==> config.mk <==
export PLATFORM = sky130hd
export DESIGN_NAME = sec_attr_unit
export DESIGN_NICKNAME = d
export VERILOG_FILES = /design/src/rtl/sau_pkg.sv /design/src/rtl/sau_cfg_reg.sv /design/src/rtl/sau_attr_decode.sv /design/src/rtl/sau_out_reg.sv /design/src/rtl/sec_attr_unit.sv
export SDC_FILE = /design/constraint.sdc
export NUM_CORES = 1
export LEC_CHECK = 0
export BUFFER_PORTS_ARGS = -buffer_cell sky130_fd_sc_hd__buf_2
export CORE_MARGIN = 3
export CORE_UTILIZATION = 29
export CTS_CLUSTER_SIZE = 12
export DETAILED_ROUTE_END_ITERATION = 8
export GPL_ROUTABILITY_DRIVEN = 0
export GPL_TIMING_DRIVEN = 0
export PLACE_DENSITY_LB_ADDON = 0.12
export SYNTH_ARGS = -nofsm -noshare
export SYNTH_HDL_FRONTEND = slang
export SYNTH_SLANG_ARGS = --single-unit
==> constraint.sdc <==
create_clock -name clk -period 0.9 [get_ports clk]
set_input_delay 0.045 -clock clk [delete_from_list [all_inputs] [get_ports clk]]
set_output_delay 0.045 -clock clk [all_outputs]
set_load 0.005 [all_outputs]
==> src/rtl/sau_pkg.sv <==
package sau_pkg;
  localparam int ADDR_W   = 32;
  localparam int REGION_W = 4;
  localparam int CFG_W    = 2;

  localparam logic [ADDR_W-1:0] EXEMPT_MASK  = 32'hEFF0_0000;
  localparam logic [ADDR_W-1:0] EXEMPT_MATCH = 32'hE000_0000;

  typedef logic [REGION_W-1:0] region_t;

  typedef struct packed {
    region_t region;
    logic    nonsec;
    logic    callable;
    logic    exempt;
  } attr_t;

  function automatic region_t region_of(input logic [ADDR_W-1:0] a);
    return a[ADDR_W-1 -: REGION_W];
  endfunction

  // low bit of the region id clear means non-secure
  function automatic logic nonsec_of(input region_t r);
    return ~r[0];
  endfunction

  // config bit idx enables odd region 2*idx+1
  function automatic region_t callable_region(input int unsigned idx);
    return region_t'(2 * idx + 1);
  endfunction

  function automatic logic exempt_of(input logic [ADDR_W-1:0] a);
    return (a & EXEMPT_MASK) == EXEMPT_MATCH;
  endfunction
endpackage

==> src/rtl/sau_cfg_reg.sv <==
module sau_cfg_reg
  import sau_pkg::*;
#(
  parameter int CFG_IN_W = 8
) (
  input  logic                clk,
  input  logic                rst,
  input  logic                load,
  input  logic [CFG_IN_W-1:0] cfg_in,
  output logic [CFG_W-1:0]    cfg_q
);
  generate
    if (CFG_IN_W > CFG_W) begin : g_hi
      logic unused_hi;
      assign unused_hi = ^cfg_in[CFG_IN_W-1:CFG_W];
    end
  endgenerate

  always_ff @(posedge clk) begin
    if (rst) begin
      cfg_q <= '0;
    end else if (load) begin
      cfg_q <= cfg_in[CFG_W-1:0];
    end
  end
endmodule

==> src/rtl/sau_attr_decode.sv <==
module sau_attr_decode
  import sau_pkg::*;
(
  input  logic [ADDR_W-1:0] addr,
  input  logic [CFG_W-1:0]  cfg,
  output logic [CFG_W-1:0]  call_hit,
  output attr_t             attr
);
  region_t reg_id;
  assign reg_id = region_of(addr);

  genvar i;
  generate
    for (i = 0; i < CFG_W; i++) begin : g_call
      assign call_hit[i] = cfg[i] && (reg_id == callable_region(i));
    end
  endgenerate

  always_comb begin
    attr.region   = reg_id;
    attr.nonsec   = nonsec_of(reg_id);
    attr.callable = |call_hit;
    attr.exempt   = exempt_of(addr);
  end
endmodule

==> src/rtl/sau_out_reg.sv <==
module sau_out_reg
  import sau_pkg::*;
(
  input  logic  clk,
  input  logic  rst,
  input  logic  req,
  input  attr_t attr_in,
  output logic  valid_q,
  output attr_t attr_q
);
  always_ff @(posedge clk) begin
    if (rst) begin
      valid_q <= 1'b0;
      attr_q  <= '0;
    end else begin
      valid_q <= req;
      if (req) begin
        attr_q <= attr_in;
      end
    end
  end
endmodule

==> src/rtl/sec_attr_unit.sv <==
module sec_attr_unit
  import sau_pkg::*;
#(
  parameter int CFG_IN_W = 8
) (
  input  logic                clk,
  input  logic                rst,
  input  logic                cfg_load,
  input  logic [CFG_IN_W-1:0] cfg_in,
  input  logic                req,
  input  logic [ADDR_W-1:0]   addr,
  output logic                valid_out,
  output logic [REGION_W-1:0] region_out,
  output logic                nonsec_out,
  output logic                callable_out,
  output logic                exempt_out
);
  logic [CFG_W-1:0] cfg_q;
  logic [CFG_W-1:0] call_hit;
  attr_t            lookup_attr;
  attr_t            result_attr;

  sau_cfg_reg #(.CFG_IN_W(CFG_IN_W)) u_cfg (
    .clk    (clk),
    .rst    (rst),
    .load   (cfg_load),
    .cfg_in (cfg_in),
    .cfg_q  (cfg_q)
  );

  sau_attr_decode u_dec (
    .addr     (addr),
    .cfg      (cfg_q),
    .call_hit (call_hit),
    .attr     (lookup_attr)
  );

  sau_out_reg u_out (
    .clk     (clk),
    .rst     (rst),
    .req     (req),
    .attr_in (lookup_attr),
    .valid_q (valid_out),
    .attr_q  (result_attr)
  );

  assign region_out   = result_attr.region;
  assign nonsec_out   = result_attr.nonsec;
  assign callable_out = result_attr.callable;
  assign exempt_out   = result_attr.exempt;
endmodule

# Yosys cells after proc, flatten, opt, wreduce, memory -nomap -nowiden
# Index checks and enable logic that the tools add are counted.
# W data, S select, Z words.
[word_totals] ff_bits=10 out_inout_bits=8 word_cells=13
[op_classes] n_eq_ne=3 bitwise=1 reduce_logical=3
[op_table] op="$eq A11 B11 Y1 const B" count=1
[op_table] op="$eq A4 B1 Y1 const B" count=1
[op_table] op="$eq A4 B2 Y1 const B" count=1
[op_table] op="$logic_and A1 B1 Y1" count=2
[op_table] op="$reduce_or A2 Y1" count=1
[op_table] op="$not A1 Y1" count=1

# Longest topological paths before layout
[logic_depth] depth_word=3 ltp_mapped=3

# Modules after synthesis
# Synthesis repeated with hierarchy kept, for this count alone.
[unflattened] cells_unflattened=46 area_unflattened_um2=446.7
[by_module_without_submodules] module="sau_out_reg" instances=1 cells_per_inst=25 area_per_inst_um2=277.8 seq_area_each_um2=160.2
[by_module_without_submodules] module="sau_attr_decode" instances=1 cells_per_inst=15 area_per_inst_um2=101.3 seq_area_each_um2=0.0
[by_module_without_submodules] module="sau_cfg_reg" instances=1 cells_per_inst=6 area_per_inst_um2=67.6 seq_area_each_um2=40.0

# Worst setup path after synthesis
# No wires, ideal clock.
[synth_timing] path_type="flip-flop to flip-flop" startpoint="register u_cfg.cfg_q[1]" endpoint="register u_out.attr_q[1] (netlist name)" setup_time_ns=0.132 arrival_time_ns=0.664 setup_slack_ns=0.103 path_stages_with_launch=4 synth_period_minus_slack_ns=0.797 path_cell_list="dfxtp_1 -> mux2_2 -> nand4_1 -> a21oi_1"
[synth_via] elab_chain_len=2
[synth_lines] item="start, declared" line="sau_cfg_reg.sv:10" source="output logic [CFG_W-1:0] cfg_q"
[synth_lines] item="start signal, assigned" line="sau_cfg_reg.sv:23" source="cfg_q <= cfg_in[CFG_W-1:0];"
[synth_lines] item="$logic_and A1 B1 Y1" line="sau_attr_decode.sv:15" source="assign call_hit[i] = cfg[i] && (reg_id == callable_region(i));"
[synth_lines] item="$reduce_or A2 Y1" line="sau_attr_decode.sv:22" source="attr.callable = |call_hit;"
[synth_lines] item="end signal, assigned" line="sau_out_reg.sv:18" source="attr_q <= attr_in;"
[synth_lines] item="end, declared" line="sau_out_reg.sv:9" source="output attr_t attr_q"
# No other way between the ends.
# A chain may end at the register's enable or synchronous reset.

# Worst setup path after layout
# Same ends and word-level chain as after synthesis.

==> results.md <==
- Outcome: completed
- Hold endpoint: u_cfg.cfg_q[1]$_SDFFE_PP0P_
- CTS tree: done
- Leading area contributor after synthesis: dfxtp_1
- Required @ worst endpoint: 1040 ps
- Crit-path max FO: 2
- Worst Reg2Reg Path Length in Cells: 3
- Worst Path Arrival: 960 ps
- Net Sw Frac: 0.213
- Post-layout min period: 826 ps
- Total number of vias: 356
- Logic pwr share: 0.119
- Initial DRC count: 0
- Class of the worst hold path: in2reg
- Synth top area cells: dfxtp_1 51%, mux2i_1 18%, nor2_1 7.6%
- Number of distinct library cells after synthesis: 14
- Worst setup margin: 74.1 ps
- Final setup violating endpoints: 0
- WL final: 903 um
- Post-route ant nets: 0
- Std cell rows: 12
- Critical-path cell list: mux2_2 > nand4_1 > a21oi_1
- Cell area after synthesis: 395 um2
- Root Driver: clkbuf_4
- Vias per inst: 4.45
- WL/cell: 11.3 um
- TNS Setup: 0 ps
- First-pass GRT wire length: 1390 um
- Worst path top cell family by delay: flip-flops
- Clock share of power: 0.401
- Worst-Margin Slew: 420 ps
- Multi-input logic area: 180 um2
- R2r startpoint: u_cfg.cfg_q[1]$_SDFFE_PP0P_
- Boundary Pins: 52
- Slowest stage delay, CP: 310 ps
- PD cells: 1740 mW/mm2
- Total grt overflow: 0
- Post-CTS sizing: 0
- Crit Path Class: reg2reg
- Internal reg-to-reg setup slack: 70 ps
- Initial antenna violation count: 0
- Sequential Power Share: 0.480
- Core ar.: 0.00119 mm2
- Vias in the first global route: 334
- Maximum VDD drop: 1.05 mV
- Endpoint class of the critical path: flop
- Relative slew slack: 0.720
- PortBufs: 23
- Hold path start: cfg_in[1]
- GRT Total Usage: 0.106
- CTS sink count: 10
- Register area share after synthesis: 0.506
- Clock Path Buffers: 2
- Area grow syn2layout: 42.7%
- Diodes inserted: 0
- Pin count of the biggest net entering global routing: 11
- Initial DRT Pass Iterations: 1
- Reg area: 200 um2
- # fillers: 138
- Post-CTS Setup Bufs: 0
- CP startpoint kind: flop
- RSZ-0062 raised after global routing: false
- CP bufs+invs: 0
- Clock Latency Late Sink: 260 ps
- Synth warnings: 0
- Clock skew: 9.47 ps
- CTS Hold Bufs: 0
- Period utilization: 0.918
- Lkg Pwr: 0.291 nW
- Flops & latches, synth: 10
- Pre-CTS WS: 69.1 ps
- Cells after Synth: 39
- Fmax: 1.21 GHz
- CTS clk-pin slew, worst paths: 70 ps
- Fin nets: 111
- TritonCTS buffer count: 3
- Syn_nets: 83
- Die H: 42.9 um
- Switch Pwr: 0.000209 W
- Hpwl dp: 709 um
- Die ar.: 0.00184 mm2
- R2R Path End: u_out.attr_q[1]$_SDFFE_PP0P_
- Layout cell share with drive strength beyond 1: 0.455
- Max-cap check violation count: 0
- Endpoints failing hold: 0
- Post-Syn Area per Cell: 10.1 um2
- Final slew viol count: 0
- Initial Util: 0.333
- Slowest cell on crit path: dfxtp_1
- Synth top area share: 0.506
- Die width: 42.9 um
- Finished Cell Area: 564 um2
- Post-route DRC: 0
- Internal Pwr Total: 0.000773 W
- H-tree Lvls: 1
- Worst Hold Depth: 3
- Cell area after placement: 528 um2
==> per-stage QoR <==
stage	util	instances	total power, W	hold WS (ps)
finish	0.476	80	0.000982	27.3
floorplan	-	39	0.000536	192
detailed placement	0.445	76	0.000601	292
CTS	0.476	80	0.000999	21.7
global route	0.476	80	0.00104	27.4
global placement	0.445	76	0.000598	285
==> cell families (layout without fill, tap and decap cells) <==
family          count (synthesis)  count (layout)  share of synthesized area
simple gates                   16              16                      0.225
buf+inv                         3              30                     0.0380
flops                          10              10                      0.506
mux                             8               8                      0.206
compound gates                  2               2                     0.0253
==> Yosys cell counts, drive strengths merged <==
master and n:
nor2b 1, mux2 1, nor3 1, nor4 1, dfxtp 10, nor2 8, nand2b 2, buf 1
nand4 2, clkbuf 1, inv 1, mux2i 7, and4b 1, a21oi 2
==> tightest hold or removal path, stage by stage <==
cell,delay [ps]
buf_2,80
mux2i_1,50
nor2_1,70
==> power by group through the flow <==
| stage | Combinational, W | Clock (W) | Sequential, W |
|---|---|---|---|
| CTS | 0.000119 | 0.000407 | 0.000472 |
| floorplan | 0.0000522 | 0 | 0.000484 |
| finish | 0.000117 | 0.000394 | 0.000472 |
| detailed placement | 0.000118 | 0 | 0.000482 |
| global route | 0.000131 | 0.000438 | 0.000475 |
| global placement | 0.000116 | 0 | 0.000482 |
==> cell usage in the layout, fill, tap and decap left out <==
master	n
nand4_1	2
nor2_1	8
nor4_2	1
inv_1	1
nand2b_1	2
nor3_1	1
clkbuf_8	1
clkbuf_1	1
a21oi_1	2
buf_4	1
dfxtp_1	10
mux2_2	1
nor2b_1	1
mux2i_1	7
and4b_1	1
clkbuf_4	3
buf_2	23
==> cell type report <==
type	count	share of cell area
buffer	2	0.0200
clock buffer	4	0.0643
inverter	1	0.00665
multi-input combinational	26	0.319
sequential	10	0.355
tap	14	0.0310
timing repair buffer	23	0.204
==> how the worst max path moves through the flow <==
stage,from,endpoint,slack (ps),cells after the start
detailed placement,u_cfg.cfg_q[1]$_SDFFE_PP0P_,u_out.attr_q[1]$_SDFFE_PP0P_,70,3
floorplan,u_cfg.cfg_q[1]$_SDFFE_PP0P_,u_out.attr_q[1]$_SDFFE_PP0P_,100,3
global placement,u_cfg.cfg_q[1]$_SDFFE_PP0P_,u_out.attr_q[1]$_SDFFE_PP0P_,70,3
CTS,u_cfg.cfg_q[1]$_SDFFE_PP0P_,u_out.attr_q[1]$_SDFFE_PP0P_,70,3
global route,u_cfg.cfg_q[1]$_SDFFE_PP0P_,u_out.attr_q[1]$_SDFFE_PP0P_,5,3
finish,u_cfg.cfg_q[1]$_SDFFE_PP0P_,u_out.attr_q[1]$_SDFFE_PP0P_,70,3
==> routing by layer <==
| layer | vias to the layer above | track usage | part of all wire |
|---|---|---|---|
| li1 | 186 | - | - |
| met1 | 153 | 0.110 | 0.40 |
| met2 | 17 | 0.165 | 0.48 |
| met3 | 0 | 0.0763 | 0.12 |
| met4 | 0 | 0.0373 | 0 |
| met5 | - | 0 | 0 |
==> flip-flops by register name, summed over array words and instances (netlist names) <==
name / count
u_cfg.cfg_q: 2
u_out.attr_q: 7
u_out.valid_q: 1
(Power assumes the default switching activity.)
